$ cat config.mk
export PLATFORM = sky130hd
export DESIGN_NAME = linedbl_addr_gen
export DESIGN_NICKNAME = d
export VERILOG_FILES = /design/src/rtl/linedbl_addr_gen.sv
export SDC_FILE = /design/constraint.sdc
export NUM_CORES = 1
export LEC_CHECK = 0
export BUFFER_PORTS_ARGS = -buffer_cell sky130_fd_sc_hd__buf_2
export CORE_AREA = 2 2 81 83
export DETAILED_ROUTE_END_ITERATION = 10
export DIE_AREA = 0 0 83 85
export GPL_ROUTABILITY_DRIVEN = 0
export GPL_TIMING_DRIVEN = 0
export SKIP_CTS_REPAIR_TIMING = 1
export SLEW_MARGIN = 20
export SYNTH_ARGS = -nofsm -noshare
export SYNTH_HDL_FRONTEND = slang
export SYNTH_SLANG_ARGS = --single-unit
$ cat constraint.sdc
create_clock -name clk -period 1.95 [get_ports clk]
set_input_delay 0.39 -clock clk [delete_from_list [all_inputs] [get_ports clk]]
set_output_delay 0.39 -clock clk [all_outputs]
set_load 0.05 [all_outputs]
$ cat src/rtl/linedbl_addr_gen.sv
module linedbl_addr_gen #(
  parameter int H_VIS   = 640,
  parameter int H_TOTAL = 800,
  parameter int SAVE_H  = 656,
  parameter int LOAD_H  = 752,
  parameter int V_VIS   = 480,
  parameter int V_TOTAL = 525,
  localparam int HC_W = $clog2(H_TOTAL),
  localparam int VC_W = $clog2(V_TOTAL),
  localparam int AW   = $clog2((H_VIS / 2) * (V_VIS / 2) + 1)
) (
  input  logic            clk,
  input  logic            rst_n,
  input  logic [HC_W-1:0] hcount,
  input  logic [VC_W-1:0] vcount,
  output logic [AW-1:0]   addr
);

  localparam logic [HC_W-1:0] HVIS_C = HC_W'(H_VIS);
  localparam logic [HC_W-1:0] SAVE_C = HC_W'(SAVE_H);
  localparam logic [HC_W-1:0] LOAD_C = HC_W'(LOAD_H);
  localparam logic [VC_W-1:0] VVIS_C = VC_W'(V_VIS);

  logic [AW-1:0] addr_q;
  logic [AW-1:0] save_q;

  wire line_vis = vcount < VVIS_C;
  wire pix_vis  = hcount < HVIS_C;
  wire step     = line_vis & pix_vis & hcount[0];
  wire do_save  = line_vis & (hcount == SAVE_C) & vcount[0];
  wire do_load  = line_vis & (hcount == LOAD_C);

  always_ff @(posedge clk) begin
    if (!rst_n || !line_vis) begin
      addr_q <= '0;
      save_q <= '0;
    end else begin
      if (do_load)
        addr_q <= save_q;
      else if (step)
        addr_q <= addr_q + 1'b1;
      if (do_save)
        save_q <= addr_q;
    end
  end

  assign addr = addr_q;

endmodule


* Word level (Yosys, flattened, before mapping)
Index checks and enable logic that the tools add are counted.
** Storage, ports and cells
- Bits in registers :: 34
- Input port bits :: 22
- Output and inout bits :: 17
- Logic and storage cells :: 18
** Cells by class
- Add/sub/neg operators :: 1
- $lt $le $gt $ge :: 2
- Equal/unequal tests :: 2
- Muxes and demuxes :: 2
- Bitwise operators :: 5
- Reductions and logical operators :: 4
** Operators by type and width (number)
- 2-to-1 mux 17 bit :: 2
- == test 10 bit (second input constant) :: 2
- adder 17 x 1 -> 17 bit (second input constant) :: 1
- < comparator 10 bit (second input constant) :: 1
- < comparator 10 x 9 -> 1 bit (second input constant) :: 1
- bitwise AND 1 bit :: 5
- zero test 1 bit :: 2
- nonzero test 2 bit :: 1
- logical OR 1 bit :: 1

* Logic depth before layout (Yosys ltp)
- Depth in word-level cells :: 5
- Gate-level depth with buffers :: 7
- Depth with buffers taken out :: 6

* Least setup slack after synthesis
OpenSTA, ideal clock, no wires.
- Path kind :: register to register
- From :: register addr_q[0] (netlist: addr[0])
- To :: register addr_q[14] (netlist: addr[14])
- Library setup time :: 0.126 ns
- Arrival time :: 1.902 ns
- Required time :: 1.824 ns
- Path slack :: -0.078 ns
- Cell stages (with the launch flop) :: 7
- Path buffers :: 0
- Clock period less this slack :: 2.028 ns
- Cell sequence :: dfxtp_1 -> ha_1 -> nand4_1 -> nor3_2 -> a31oi_1 -> o21ai_0 -> a31oi_1
** Between the ends
- Cells in the longest elaborated chain, start to end :: 3
** Ends and longest elaborated chain
- from (decl) :: RTL line 24 : logic [AW-1:0] addr_q;
- from (signal assigned) :: RTL line 39 : addr_q <= save_q;
- from (signal assigned) :: RTL line 41 : addr_q <= addr_q + 1'b1;
- adder 17 x 1 -> 17 bit :: RTL line 41
- 2-to-1 mux 17 bit :: RTL line 40 : else if (step)
- 2-to-1 mux 17 bit :: RTL line 38 : if (do_load)
No other way between the ends. The select of a mux whose other input is x is not followed.
A chain may end at the register's enable or synchronous reset.

* Worst setup path after layout
- From :: register addr_q[5] (netlist: addr[5])
- To :: register addr_q[13] (netlist: addr[13])
Same word-level chain as after synthesis.

==> metrics.md <==
| Metric | Value |
|---|---|
| Status | `finished, final reports clean` |
| Post-Syn Nets | `221` |
| Die Area | `7060 um2` |
| Post-synthesis cell count | `198` |
| Layout area overhead | `23.3%` |
| PnR worst setup slack | `0.133 ns` |
| CTS tree | `yes` |
| Starting DRT DRC Count | `150` |
| First-pass GRT wire length | `7.86 mm` |
| Largest net degree at the start of global routing | `11` |
| Yosys top cell area share | `0.409` |
| Clk_lat worst skew | `0.29 ns` |
| Cell taking the most area after synthesis | `dfxtp_1` |
| Fillcell total | `656` |
| Slew HR | `0.640` |
| Via count | `1,656` |
| Reg2Reg Depth | `6` |
| CTS Sinks | `34` |
| ANT nets after route | `0` |
| Layout net count | `262` |
| Critical path required time | `2.12 ns` |
| Die Wd | `83 um` |
| Setup Crit Path Kind | `register to register` |
| Worst Hold Class | `input pin to register` |
| Cell count of the worst hold path | `3` |
| Vias in the first global route | `1,599` |
| Clock-pin slew on the worst setup and hold paths | `0.07 ns` |
| Hold WS | `0.420 ns` |
| Syn Area/Cell | `8.40 um2` |
| Per-cell routed wire length | `14.7 um` |
| Starting Density | `0.268` |
| VDD IR max | `0.000194 V` |
| Fin. max-slew vios | `0` |
| Core region area | `6200 um2` |
| Final Setup Violations | `0` |
| Register area share after synthesis | `0.409` |
| Fraction of layout cells with a size suffix above 1 | `0.243` |
| Total GRT Usage | `0.138` |
| CP Data Arrival Time | `1.99 ns` |
| Synth Warn # | `0` |
| Clock tree buffer depth | `2` |
| CP endpoint kind | `register` |
| Global route overflow | `0` |
| Min Tclk post-route | `1.82 ns` |
| FF-to-FF Start | `addr[5]` |
| Critical Path Start Type | `register` |
| Skew final | `0.00391 ns` |
| Row count | `29` |
| Post-place setup slack | `-0.363 ns` |
| Htree depth | `2` |
| Yosys reg bits | `34` |
| Max Cap Violations | `0` |
| Initial antenna violation count | `0` |
| P_leak | `0.000884 uW` |
| Least-Margin Pin Slew | `0.540 ns` |
| Post-synth cell types | `37` |
| IO Pins | `39` |
| Ant. Diodes | `0` |
| TritonRoute pass-1 iters | `4` |
| Worst-path fanout max | `9` |
| Pwr Density | `622 nW/um2` |
| Worst Hold Path EP | `addr[13]` |
| Die H | `85 um` |
| Hold Fails Final Rpt | `0` |
| Cell Area, Synth | `1660 um2` |
| CTS buffer count | `5` |
| Reg-to-reg endpoint | `addr[13]` |
| F_max | `550 MHz` |
| DRT Wirelength | `4.64 mm` |
| Core Util, Final | `0.331` |
| Buffers on Ports | `34` |
| Worst R2R Setup Slack | `0.13 ns` |
| HP Start | `rst_n` |
| Drt drc | `0` |
| Vias per cell | `5.24` |
| Root Buffer | `clkbuf_8` |
| DP HPWL | `3.17 mm` |
| Final period util | `0.932` |
| Largest cells by area after synthesis | `dfxtp_1 41%, mux2i_1 10%, nor2_1 8.1%, a21oi_1 4.5%, a31oi_1 4.5%` |
[cells by family after synthesis]
family | synth area share
AO/OA/AOI/OAI | 0.187
multiplexers | 0.102
AND/OR/NAND/NOR | 0.253
flip-flops | 0.409
adder cells (fa/ha/maj) | 0.00752
XOR/XNOR | 0.00527
buffers and inverters | 0.0354
[cells in the mapped netlist]
cell type  number
a21oi_1        15
a221oi_1        2
a22oi_1         1
a2bb2oi_1       1
a311oi_1        1
a31oi_1        12
a32oi_1         2
a41oi_2         1
and2_1          2
and3_1          2
buf_2           2
buf_4           3
clkbuf_1        7
dfxtp_1        34
ha_1            1
mux2i_1        17
nand2_1        14
nand3_1         8
nand3b_1        2
nand4_1         6
nand4b_1        1
nor2_1         36
nor3_1          1
nor3_2          1
nor3_4          1
nor3b_1         3
nor4_1          2
nor4_2          1
nor4b_1         1
o2111ai_1       1
o21a_1          1
o21ai_0        11
o21ai_1         1
o21ai_2         1
or4_1           1
or4_4           1
xor2_1          1
[area by class of cell]
class                           count  area [um2]  share of cell area
Sequential cell                    34         687               0.335
Buffer                             10        51.3              0.0250
Timing Repair Buffer               36         185              0.0903
Clock buffer                        7        76.3              0.0372
Tap cell                           77        96.3              0.0470
Multi-Input combinational cell    152         955               0.466
[metrics by stage]
stage	power, uW	instances	TNS [ns]	instance area, um2
final	1280	316	0	2050
after global routing	1320	316	-0.0136	2050
after CTS	1270	316	-0.290	2010
after detailed placement	793	309	-3.54	1940
after global placement	792	309	-3.13	1940
after floorplan	755	198	0	1670
[power breakdown]
group,leakage [uW],internal (uW),switching [uW],total [uW]
clock network,0.0000383,246,249,495
registers,0.000276,695,1.26,696
logic,0.000569,27.5,57.4,84.9
[metal layers]
metal  up-vias  part of all wire  global-route usage
met4         0             0.014              0.0522
met2        58              0.47               0.223
met3         6             0.063              0.0399
li1        814                 -                   -
met1       778              0.45               0.175
met5         -                 0                   0
[registers in the layout, summed over array words and instances, names as in the netlist]
register	cells
save_q	17
addr	17
[critical path: stages (launching register included)]
cell and delay [ns]:
dfxtp_2 0.33, buf_2 0.19, nand4_1 0.31, nor4_4 0.41, a31oi_1 0.15, o2111ai_1 0.20, o21ai_0 0.11
[cell usage in the layout, fill, tap and decap left out, types with 7 or more instances in the layout]
cell	instances
a21oi_1	15
a31oi_1	12
buf_2	36
clkbuf_1	7
dfxtp_1	29
mux2i_1	17
nand2_1	14
nand3_1	7
nor2_1	36
o21ai_0	11
[how the worst max path moves through the flow]
stage	startpoint	end	slack, ns
after detailed placement	vcount[5]	addr[11]	-0.36
after floorplan	addr[7]	addr[13]	0.04
after CTS	vcount[5]	addr[11]	-0.09
after global placement	vcount[5]	addr[11]	-0.35
after global routing	hcount[7]	addr[14]	-0.007
final	addr[5]	addr[13]	0.13
No activity file was read; power rests on OpenSTA's default activity.
